<file path="src/rtl/ps_pkg.sv">
package ps_pkg;

  // Low-power sequencing states
  typedef enum logic [1:0] {
    DZ_IDLE  = 2'd0,
    DZ_ARMED = 2'd1,
    DZ_SLEEP = 2'd2,
    DZ_RECOV = 2'd3
  } doze_st_t;

  // Edge events derived from the synchronised pins
  typedef struct packed {
    logic sel_fall;
    logic sel_rise;
    logic sclk_rise;
  } pin_evt_t;

endpackage

</file>
<file path="src/rtl/ps_edges.sv">
module ps_edges
  import ps_pkg::*;
(
  input  logic     clk,
  input  logic     rst_n,
  input  logic     sel_n,
  input  logic     sclk,
  output pin_evt_t evt
);

  logic sel_q, sclk_q;
  logic sel_d, sclk_d;

  always_comb begin
    sel_d  = sel_n;
    sclk_d = sclk;
  end

  always_ff @(posedge clk or negedge rst_n) begin
    if (!rst_n) begin
      sel_q  <= 1'b1;
      sclk_q <= 1'b0;
    end else begin
      sel_q  <= sel_d;
      sclk_q <= sclk_d;
    end
  end

  always_comb begin
    evt.sel_fall  = sel_q & ~sel_n;
    evt.sel_rise  = ~sel_q & sel_n;
    evt.sclk_rise = ~sclk_q & sclk;
  end

endmodule

</file>
<file path="src/rtl/ps_pause.sv">
module ps_pause (
  input  logic clk,
  input  logic rst_n,
  input  logic sel_n,
  input  logic sclk,
  input  logic pause_n,
  input  logic block,
  output logic active,
  output logic abort
);

  logic act_q, act_d;
  logic lvl_q, lvl_d;
  logic abort_q, abort_d;
  logic lvl_en;

  // Next-state: enter on a low pause line while selected; record the clock
  // level; leave only at that level or on deselect.
  always_comb begin
    act_d   = act_q;
    lvl_d   = lvl_q;
    lvl_en  = 1'b0;
    abort_d = 1'b0;
    if (sel_n) begin
      act_d   = 1'b0;
      abort_d = act_q;
    end else if (!act_q) begin
      if (!pause_n && !block) begin
        act_d  = 1'b1;
        lvl_en = 1'b1;
        lvl_d  = sclk;
      end
    end else if (pause_n && (sclk == lvl_q)) begin
      act_d = 1'b0;
    end
  end

  always_ff @(posedge clk or negedge rst_n) begin
    if (!rst_n) begin
      act_q   <= 1'b0;
      abort_q <= 1'b0;
    end else begin
      act_q   <= act_d;
      abort_q <= abort_d;
    end
  end

  always_ff @(posedge clk or negedge rst_n) begin
    if (!rst_n) begin
      lvl_q <= 1'b0;
    end else if (lvl_en) begin
      lvl_q <= lvl_d;
    end
  end

  assign active = act_q;
  assign abort  = abort_q;

  // a pause only starts from a selected cycle with the pause line low
  p_pause_entry_r2: assert property (@(posedge clk) disable iff (!rst_n)
    $rose(act_q) |-> $past(!sel_n && !pause_n && !block));

  // a pause ends only on deselect or at the recorded clock level
  p_pause_exit_level_r3: assert property (@(posedge clk) disable iff (!rst_n)
    $fell(act_q) |-> ($past(sel_n) || ($past(pause_n) && ($past(sclk) == lvl_q))));

  // abort follows an active pause that saw a deselect
  p_abort_cause_r4: assert property (@(posedge clk) disable iff (!rst_n)
    abort_q |-> ($past(act_q) && $past(sel_n)));

  p_abort_single_r4: assert property (@(posedge clk) disable iff (!rst_n)
    abort_q |=> !abort_q);

endmodule

</file>
<file path="src/rtl/ps_doze.sv">
module ps_doze
  import ps_pkg::*;
#(
  parameter int unsigned RECOV_CYCLES = 20000
) (
  input  logic     clk,
  input  logic     rst_n,
  input  logic     sel_n,
  input  logic     doze_cmd,
  input  pin_evt_t evt,
  output logic     dozing,
  output logic     wake,
  output logic     err
);

  localparam int unsigned RC = (RECOV_CYCLES < 1) ? 1 : RECOV_CYCLES;
  localparam int unsigned CW = $clog2(RC + 1);

  doze_st_t      st_q, st_d;
  logic [CW-1:0] cnt_q, cnt_d;
  logic          cnt_en;
  logic          wake_q, wake_d;
  logic          err_q, err_d;

  always_comb begin
    st_d   = st_q;
    cnt_d  = cnt_q;
    cnt_en = 1'b0;
    wake_d = 1'b0;
    err_d  = err_q;
    unique case (st_q)
      DZ_IDLE: begin
        if (doze_cmd && !sel_n) st_d = DZ_ARMED;
      end
      DZ_ARMED: begin
        if (evt.sclk_rise)     st_d = DZ_IDLE;
        else if (evt.sel_rise) st_d = DZ_SLEEP;
      end
      DZ_SLEEP: begin
        if (evt.sel_fall) begin
          st_d   = DZ_RECOV;
          cnt_en = 1'b1;
          cnt_d  = CW'(RC);
        end
      end
      DZ_RECOV: begin
        if (evt.sel_fall) err_d = 1'b1;
        if (cnt_q == CW'(1)) begin
          st_d   = DZ_IDLE;
          wake_d = 1'b1;
        end else begin
          cnt_en = 1'b1;
          cnt_d  = cnt_q - CW'(1);
        end
      end
      default: st_d = DZ_IDLE;
    endcase
  end

  always_ff @(posedge clk or negedge rst_n) begin
    if (!rst_n) begin
      st_q   <= DZ_IDLE;
      wake_q <= 1'b0;
      err_q  <= 1'b0;
    end else begin
      st_q   <= st_d;
      wake_q <= wake_d;
      err_q  <= err_d;
    end
  end

  always_ff @(posedge clk or negedge rst_n) begin
    if (!rst_n) begin
      cnt_q <= '0;
    end else if (cnt_en) begin
      cnt_q <= cnt_d;
    end
  end

  assign dozing = (st_q == DZ_SLEEP) || (st_q == DZ_RECOV);
  assign wake   = wake_q;
  assign err    = err_q;

  // the doze begins only on a cycle that sampled the slave deselected
  p_doze_on_deselect_r5: assert property (@(posedge clk) disable iff (!rst_n)
    $rose(dozing) |-> $past(sel_n));

  // the wake pulse ends dozing and lasts one cycle
  p_wake_after_doze_r8: assert property (@(posedge clk) disable iff (!rst_n)
    wake_q |-> ($past(dozing) && !dozing));

  p_wake_single_r8: assert property (@(posedge clk) disable iff (!rst_n)
    wake_q |=> !wake_q);

  // the countdown error flag never clears
  p_err_sticky_r9: assert property (@(posedge clk) disable iff (!rst_n)
    err_q |=> err_q);

  // the countdown never leaves its loaded range
  p_cnt_range_r8: assert property (@(posedge clk) disable iff (!rst_n)
    (st_q == DZ_RECOV) |-> ((cnt_q != '0) && (cnt_q <= CW'(RC))));

endmodule

</file>
<file path="src/rtl/ps_ctrl.sv">
module ps_ctrl
  import ps_pkg::*;
#(
  parameter int unsigned RECOV_CYCLES = 20000
) (
  input  logic clk,
  input  logic rst_n,
  input  logic sel_n,
  input  logic sclk,
  input  logic pause_n,
  input  logic doze_cmd,
  input  logic rd_active,
  output logic freeze,
  output logic so_hiz,
  output logic dozing,
  output logic cmd_ready,
  output logic wake_pulse,
  output logic pause_abort,
  output logic wake_err
);

  pin_evt_t evt;
  logic     pause_act;
  logic     doze_flag;

  ps_edges u_edges (
    .clk   (clk),
    .rst_n (rst_n),
    .sel_n (sel_n),
    .sclk  (sclk),
    .evt   (evt)
  );

  ps_pause u_pause (
    .clk     (clk),
    .rst_n   (rst_n),
    .sel_n   (sel_n),
    .sclk    (sclk),
    .pause_n (pause_n),
    .block   (doze_flag),
    .active  (pause_act),
    .abort   (pause_abort)
  );

  ps_doze #(.RECOV_CYCLES(RECOV_CYCLES)) u_doze (
    .clk      (clk),
    .rst_n    (rst_n),
    .sel_n    (sel_n),
    .doze_cmd (doze_cmd),
    .evt      (evt),
    .dozing   (doze_flag),
    .wake     (wake_pulse),
    .err      (wake_err)
  );

  always_comb begin
    freeze    = pause_act | doze_flag;
    so_hiz    = doze_flag | (pause_act & rd_active);
    dozing    = doze_flag;
    cmd_ready = ~doze_flag;
  end

  // while dozing, the engine is frozen and the output released
  p_doze_frozen_r7: assert property (@(posedge clk) disable iff (!rst_n)
    doze_flag |-> (freeze && so_hiz && !cmd_ready));

  // a pause and a doze never overlap
  p_no_overlap_r2: assert property (@(posedge clk) disable iff (!rst_n)
    !(pause_act && doze_flag));

endmodule

</file>
<file path="config.mk">
export PLATFORM = sky130hd
export DESIGN_NAME = ps_ctrl
export DESIGN_NICKNAME = d
export VERILOG_FILES = /design/src/rtl/ps_pkg.sv /design/src/rtl/ps_edges.sv /design/src/rtl/ps_pause.sv /design/src/rtl/ps_doze.sv /design/src/rtl/ps_ctrl.sv
export SDC_FILE = /design/constraint.sdc
export NUM_CORES = 1
export LEC_CHECK = 0
export BUFFER_PORTS_ARGS = -buffer_cell sky130_fd_sc_hd__buf_2
export CAP_MARGIN = 5
export CORE_MARGIN = 2
export CORE_UTILIZATION = 40
export DETAILED_ROUTE_END_ITERATION = 16
export GPL_TIMING_DRIVEN = 0
export PLACE_DENSITY = 0.55
export SLEW_MARGIN = 10
export SYNTH_ARGS = -nofsm -noshare
export SYNTH_HDL_FRONTEND = slang
export SYNTH_SLANG_ARGS = --single-unit
</file>
<file path="constraint.sdc">
create_clock -name clk -period 4.1 [get_ports clk]
set_clock_uncertainty 0.1 [all_clocks]
set_input_delay 0.205 -clock clk [delete_from_list [all_inputs] [get_ports clk]]
set_output_delay 0.205 -clock clk [all_outputs]
set_load 0.05 [all_outputs]
</file>
Word-level counts from Yosys, hierarchy flattened
Cells that the tools add are included.

operators by class
  add/subtract/negate cells = 1
  equal/unequal tests = 10
  mux-type cells = 21
  bitwise gates (word level) = 11
  reductions and logical operators = 13

operators with widths
  operator                 number
  $mux W15                 2
  $pmux W15 S2             1
  $eq A15 B1 Y1 const B    1
  $sub A15 B1 Y15 const B  1
  $reduce_and A4 Y1        3
  $mux W1                  11
  $mux W2                  5
  $pmux W2 S4              1
  $not A1 Y1               5
  $and A1 B1 Y1            4
  $eq A2 B2 Y1 const B     2
  $ne A2 B1 Y1 const B     2
  $ne A2 B2 Y1 const B     2
  $logic_and A1 B1 Y1      3
  $logic_not A1 Y1         3
  $ne A3 B3 Y1 const B     1
  $eq A2 B1 Y1 const B     1
  $logic_not A2 Y1         1
  $or A1 B1 Y1             2
  $pmux W1 S2              1
  $reduce_and A2 Y1        1
  $reduce_bool A2 Y1       1
  $eq A1 B1 Y1             1
  $logic_or A1 B1 Y1       1

storage, ports and cells
  flip-flop bits (word level) = 24
  input bits = 7

Logic depth before layout (Yosys ltp)
Gate-level depths: netlist of the first run.

  depth in word-level cells = 8
  gate-level depth with buffers = 7
  depth with buffers taken out = 6

Hierarchy
A second synthesis of the first run with hierarchy kept.

unflattened totals
  cell total of the unflattened synthesis = 121
  area total of the unflattened synthesis = 1,310.0 um^2

by module, submodules not included
  module    instances  cells each  area each (um^2)  sequential area each (um^2)
  ps_doze   1          104         1,086.0           475.5
  ps_pause  1          9           132.6             75.1
  ps_edges  1          5           72.6              51.3
  ps_ctrl   1          3           18.8              0.0

Least setup slack after synthesis of the first run
Ideal clock, no wire load.

  path type = reg2reg
  start = register with a tool-made name
  end = register u_pause.lvl_q
  setup time = 125 ps
  data arrival time = 1,918 ps
  data required time = 3,875 ps
  setup slack = 1,958 ps
  cell stages (with the launch flop) = 6
  period minus slack after synthesis = 2,142 ps
  cells stage by stage = dfrtp_1 clkbuf_1 inv_1 nand2_1 nor3_1 mux2_2

RTL lines
  element               RTL line        text
  to (signal assigned)  ps_pause.sv:52  lvl_q <= lvl_d;
  to (decl)             ps_pause.sv:13  logic lvl_q, lvl_d;

Final worst setup path of the first run
  start = register u_doze.cnt_q[1]
  end = register u_doze.cnt_q[6]

on the way
  cells in the longest elaborated chain, start to end = 4
  elaborated cells on any way between the ends = 8
  classes of those cells = 1 x add/sub; 2 x eq/ne; 4 x mux; 1 x reduce/logical

RTL lines
  element                                                                  RTL line       text
  from (decl)                                                              ps_doze.sv:20  logic [CW-1:0] cnt_q, cnt_d;
  from (signal assigned)                                                   ps_doze.sv:76  cnt_q <= cnt_d;
  parallel branches: the longest is 4 deep, another holds $sub A15 B1 Y15  --

Parallel ways; which one is timed is not known. The select of a mux whose other input is x is not followed.
A chain may end at the register's enable or synchronous reset.

==> flow_summary.yaml, run 1 <==
run_status:
  status: "finished, final reports clean"
global_route:
  grt_use_total: 0.151
  grt_overflow: 0
  grt_first_pass_wirelength_mm: 4.04
  antenna_found_initial: 0
  grt_pass1_vias: 863
  grt_max_degree: 25
synth:
  synth_top_family_by_area: "simple AND/OR/NAND/NOR gates"
  seq_area_frac_synth: 0.480
  synth_compound_area_frac: 0.123
  synth-xor-area-share: 0.00699
  synthTopCellsByArea: "dfrtp_1 46%, mux2i_1 4.8%, nand2_1 4.8%, mux2_2 3.6%, nor4_1 2.5%"
  syn_area_per_cell_um2: 10.3
  synth_top_cell_by_area: "dfrtp_1"
  ys_types: 37
  synth-simple-area-share: 0.242
  synth_seq_cells: 24
  yosys_warnings: 0
  synth_area_mm2: 0.00125
  synthAdderAreaFrac: 0.0200
  syn_nets: 131
  synth_cells: 122
  synth_top_area_frac: 0.459
  muxShareOfSynthArea: 0.0838
critical_path:
  critPathCaptureType: "flop"
  worst_setup_path_start_kind: "flop"
  required_ns: 4.21
  cp.arrival_ns: 2.33
  crit_type: "reg -> reg"
  rrSetupSlack_ns: 1.88
  crit_path_max_fanout: 10
job:
  cap_violations: 0
sta:
  hold_ws_ns: 0.0933
  worst_pin_slew_ns: 0.524
  post-route-period-util: 0.541
  min_period_ns: 2.22
  finalSetupViolations: 0
  finalSetupTns_ns: 0
  hold_violations: 0
  setup_slack_ns: 1.88
  rsz0062_at_grt: "false"
  drv_slew: 0
  relSlewSlack: 0.650
  fmax_mhz: 450
floorplan:
  die_w_um: 60.0
  core_area_mm2: 0.00303
  start_util: 0.414
  die-area_mm2: 0.00360
  num_io_pins: 14
  row_count: 20
  die_h_um: 60.0
finish:
  mostFrequentLayoutCells: "23 x dfrtp_1, 16 x nand2_1, 13 x buf_2, 6 x nand3_1, 6 x mux2i_1"
  nets: 152
  layout_commonest_cell: "dfrtp_1"
  utilization: 0.472
  num_antenna_cells: 0
  drive_above_1_share: 0.197
  area_growth_pct: 14.1
drt:
  route.detailed.drc: 0
  firstDrtPassIters: 4
  drt_first_iter_violations: 27
  vias: 960
  vias_per_cell: 5.16
  wirelength_mm: 2.42
  postRouteAntennaNets: 0
  wl_per_cell_um: 13.0
pwr:
  p_clk_frac: 0.125
  sw_frac_of_total: 0.449
  power_density_mw_per_mm2: 601
  ir_drop_mv: 0.350
  power.share.sequential: 0.430
  leakagePower_nw: 0.588
  combPwrFrac: 0.445
  p_int_mw: 0.473
  switching_power_mw: 0.386
clock_network:
  cts_resized: 0
  cts_tree: "done"
  cts_root_buf: "clkbuf_4"
  clock_latency_ns: 0.31
  clkSinkCount: 24
  cts_buffer_depth: 2
  post_cts_buffers: 0
  cts_buffers: 3
  clk_pin_slew_worst_paths_ns: 0.13
  cts-hold-fix-buffers: 3
  htreeDepth: 1
min_path:
  holdCritPathClass: "in -> reg"
place:
  dp_hpwl_mm: 1.76
  post-place-ws_ns: 1.87
  io_buffers: 13
  gp_congestion: 0.735
final timing paths:
path | start | end | depth (start not counted)
max | u_doze.cnt_q[1] | u_doze.cnt_q[6] | 7
min | pause_n | u_pause.active | 4
max reg2reg | u_doze.cnt_q[1] | u_doze.cnt_q[6] | 7
min reg2reg | u_doze.err | u_doze.err | 1
max in group asynchronous | rst_n | u_edges.sel_q | 2
min in group asynchronous | rst_n | u_doze.wake | 2
cell families after synthesis:
kind of cell | Yosys count
xor+xnor | 1
mux | 10
buf+inv | 11
fa+ha+maj | 2
flops | 24
compound gates | 20
simple gates | 54
metrics by stage:
step                power (mW)  cells  area, µm²
floorplan                0.665    122       1250
global placement         0.749    179       1370
detailed placement       0.759    179       1370
CTS                      0.868    186       1430
global route             0.928    186       1430
finish                   0.859    186       1430
state kept, by name (all words and copies together), names as in the netlist, named ones only:
name            cells
u_pause.lvl_q       1
u_edges.sclk_q      1
u_doze.err          1
u_edges.sel_q       1
u_doze.st_q         1
u_doze.wake         1
u_doze.cnt_q       15
u_pause.active      1
u_pause.abort       1
layer usage:
| metal | wire length [µm] | up-vias | share of wire | track usage |
|---|---|---|---|---|
| met2 | 1080 | 9 | 0.44 | 0.220 |
| li1 | - | 490 | - | - |
| met4 | 21 | 0 | 0.0087 | 0.0286 |
| met1 | 1260 | 459 | 0.52 | 0.222 |
| met3 | 64 | 2 | 0.026 | 0.0455 |
| met5 | 0 | - | 0 | 0 |
worst max-delay path, cell delays in order, from the launching register on:
cell and delay, ns:
dfrtp_1 0.43, inv_1 0.09, ha_1 0.13, or4b_1 0.56
o41ai_4 0.43, buf_6 0.20, nor4_2 0.05, mux2i_1 0.13
layout make-up:
| type | instances | area, µm² |
|---|---|---|
| Timing Repair Buffer | 16 | 95.1 |
| Multi-Input combinational cell | 87 | 596 |
| Tap cell | 44 | 55.1 |
| Fill cell | 299 | 1600 |
| Clock buffer | 4 | 26.3 |
| Sequential cell | 24 | 602 |
| Buffer | 6 | 37.5 |
| Inverter | 5 | 18.8 |
power by group through the flow:
stage	clock, mW	combinational [mW]	sequential (mW)
after global placement	0	0.376	0.373
final	0.108	0.382	0.370
after global routing	0.119	0.428	0.381
after CTS	0.111	0.388	0.370
after detailed placement	0	0.384	0.375
after floorplan	0	0.284	0.381
Yosys cell counts, drive strengths merged:
master and n:
nor2 3, nand4b 1, a31o 1, or3b 1, and2 1, nor2b 2
o31ai 2, mux2i 6, o21ai 5, o41a 1, buf 2, nand2b 3
ha 2, or4b 2, mux2 4, dfrtp 23, xor2 1, or4 3
and3 1, o41ai 2, nor3 5, o311ai 2, nand2 16, dfstp 1
or3 4, a21oi 5, nand3 6, clkbuf 4, o211ai 2, nor4 6
inv 5
(Power assumes the default switching activity.)
==> run 2, diff against run 1 <==
- clock period: 4.1 -> 2.1 ns (I/O delays scaled with it)
==> run 2 against run 1 <==
Cell count up 5.4%. Setup slack got worse by 1.9 ns. Non-clock buffer count grew 10. Utilization rose by 4.8 points. Critical path depth is 1 lower. Die area unchanged. Combinational power up 120%. Largest cell class is now multi-input gates.
==> flow_summary.yaml, run 2 (synthesized netlist as in run 1, its figures left out) <==
finish:
  layout_commonest_cell: "dfrtp_1"
  mostFrequentLayoutCells: "22 x dfrtp_1, 15 x nand2_1, 13 x buf_2, 11 x buf_4"
  postLayoutCellArea_mm2: 0.00158
  drive_above_1_share: 0.329
  largest_reg_flops: 15
  utilization: 0.520
  stdcell_count: 196
  nets: 162
  regMostFlops: "u_doze.cnt_q"
  area_growth_pct: 25.6
  num_antenna_cells: 0
drt:
  wirelength_mm: 2.55
  vias: 1000
  wl_per_cell_um: 13.0
  postRouteAntennaNets: 0
  firstDrtPassIters: 4
  drt_first_iter_violations: 34
  route.detailed.drc: 0
  vias_per_cell: 5.10
sta:
  finalSetupViolations: 0
  rsz0062_at_grt: "true"
  min_period_ns: 2.09
  finalSetupTns_ns: 0
  setup_slack_ns: 0.0123
  relSlewSlack: 0.648
  post-route-period-util: 0.994
  drv_slew: 0
  fmax_mhz: 479
  worst_pin_slew_ns: 0.527
  hold_violations: 0
  hold_ws_ns: 0.0869
critical_path:
  reg2reg_from: "u_doze.cnt_q[1]"
  worstReg2RegEnd: "u_doze.cnt_q[14]"
  worst_setup_path_start_kind: "flop"
  required_ns: 2.21
  ff2ff_path_depth: 6
  cp.arrival_ns: 2.20
  crit_type: "reg -> reg"
  rrSetupSlack_ns: 0.01
  critPathCaptureType: "flop"
  crit_path_max_fanout: 5
global_route:
  grt_first_pass_wirelength_mm: 4.42
  grt_max_degree: 25
  antenna_found_initial: 0
  grt_pass1_vias: 953
  grt_overflow: 0
  grt_use_total: 0.162
place:
  dp_cells: 179
  dp_hpwl_mm: 1.75
  dpl_cell_area_mm2: 0.00138
  gp_congestion: 0.733
  post-place-ws_ns: -0.133
  io_buffers: 13
clock_network:
  cts_root_buf: "clkbuf_4"
  clk_pin_slew_worst_paths_ns: 0.14
  cts_buffer_depth: 2
  cts_buffers: 3
  clock_latency_ns: 0.31
  clkSinkCount: 24
  cts_tree: "done"
  htreeDepth: 1
job:
  cap_violations: 0
min_path:
  holdPathEnd: "u_doze.st_q[0]"
  holdPathStages: 4
  holdCritPathClass: "in -> reg"
  hp-start: "doze_cmd"
pwr:
  ir_drop_mv: 0.566
  leakagePower_nw: 0.655
  p_total_mw: 1.93
  power_density_mw_per_mm2: 1230
floorplan:
  start_util: 0.414
  die_w_um: 60.0
  row_count: 20
  die_h_um: 60.0
  die-area_mm2: 0.00360
  core_area_mm2: 0.00303
  num_io_pins: 14
run_status:
  status: "finished, final reports clean"
==> run 2: worst max-delay path by stage <==
stage,cells after the start,startpoint,to,slack [ns]
detailed placement,7,u_doze.cnt_q[1],u_doze.cnt_q[6],-0.13
finish,6,u_doze.cnt_q[1],u_doze.cnt_q[14],0.01
floorplan,7,u_doze.cnt_q[1],u_doze.cnt_q[6],0.04
CTS,7,u_doze.cnt_q[1],u_doze.cnt_q[7],0.003
global route,7,u_doze.cnt_q[1],u_doze.cnt_q[4],-0.07
global placement,7,u_doze.cnt_q[1],u_doze.cnt_q[6],-0.09
==> run 2: timing repair <==
item	CTS	global route
cloned	0	0
pin swaps	2	4
resized for setup	7	5
endpoints found under the setup margin	14	15
hold buffers	4	0
buffers inserted	7	5
endpoints found under the hold margin	27	0
==> run 2: metal layers <==
| layer | GRT usage | vias to the layer above | routed length, µm |
|---|---|---|---|
| met5 | 0 | - | 0 |
| met4 | 0.0476 | 0 | 10 |
| met3 | 0.0260 | 2 | 34 |
| met2 | 0.253 | 3 | 1240 |
| met1 | 0.229 | 485 | 1270 |
| li1 | - | 510 | - |
==> run 2: critical path, stage by stage (launching register included) <==
cell	delay, ns
dfrtp_1	0.41
inv_2	0.06
ha_1	0.12
or4b_4	0.50
o21ai_1	0.41
nor4_2	0.09
mux2_2	0.29
==> run 2: cell type report <==
type / count / area (µm²)
Buffer: 3 / 18.8
Multi-Input combinational cell: 87 / 628
Clock inverter: 1 / 30.0
Clock buffer: 3 / 22.5
Timing Repair Buffer: 29 / 199
Tap cell: 44 / 55.1
Sequential cell: 24 / 603
Inverter: 5 / 18.8
Fill cell: 291 / 1450
==> run 2: power breakdown <==
group          leakage, nW  switching, mW  total, mW  internal (mW)
clock               0.0279          0.143      0.335          0.193
sequential           0.287          0.149      0.741          0.592
combinational        0.340          0.513      0.855          0.342
total                0.655          0.805       1.93           1.13
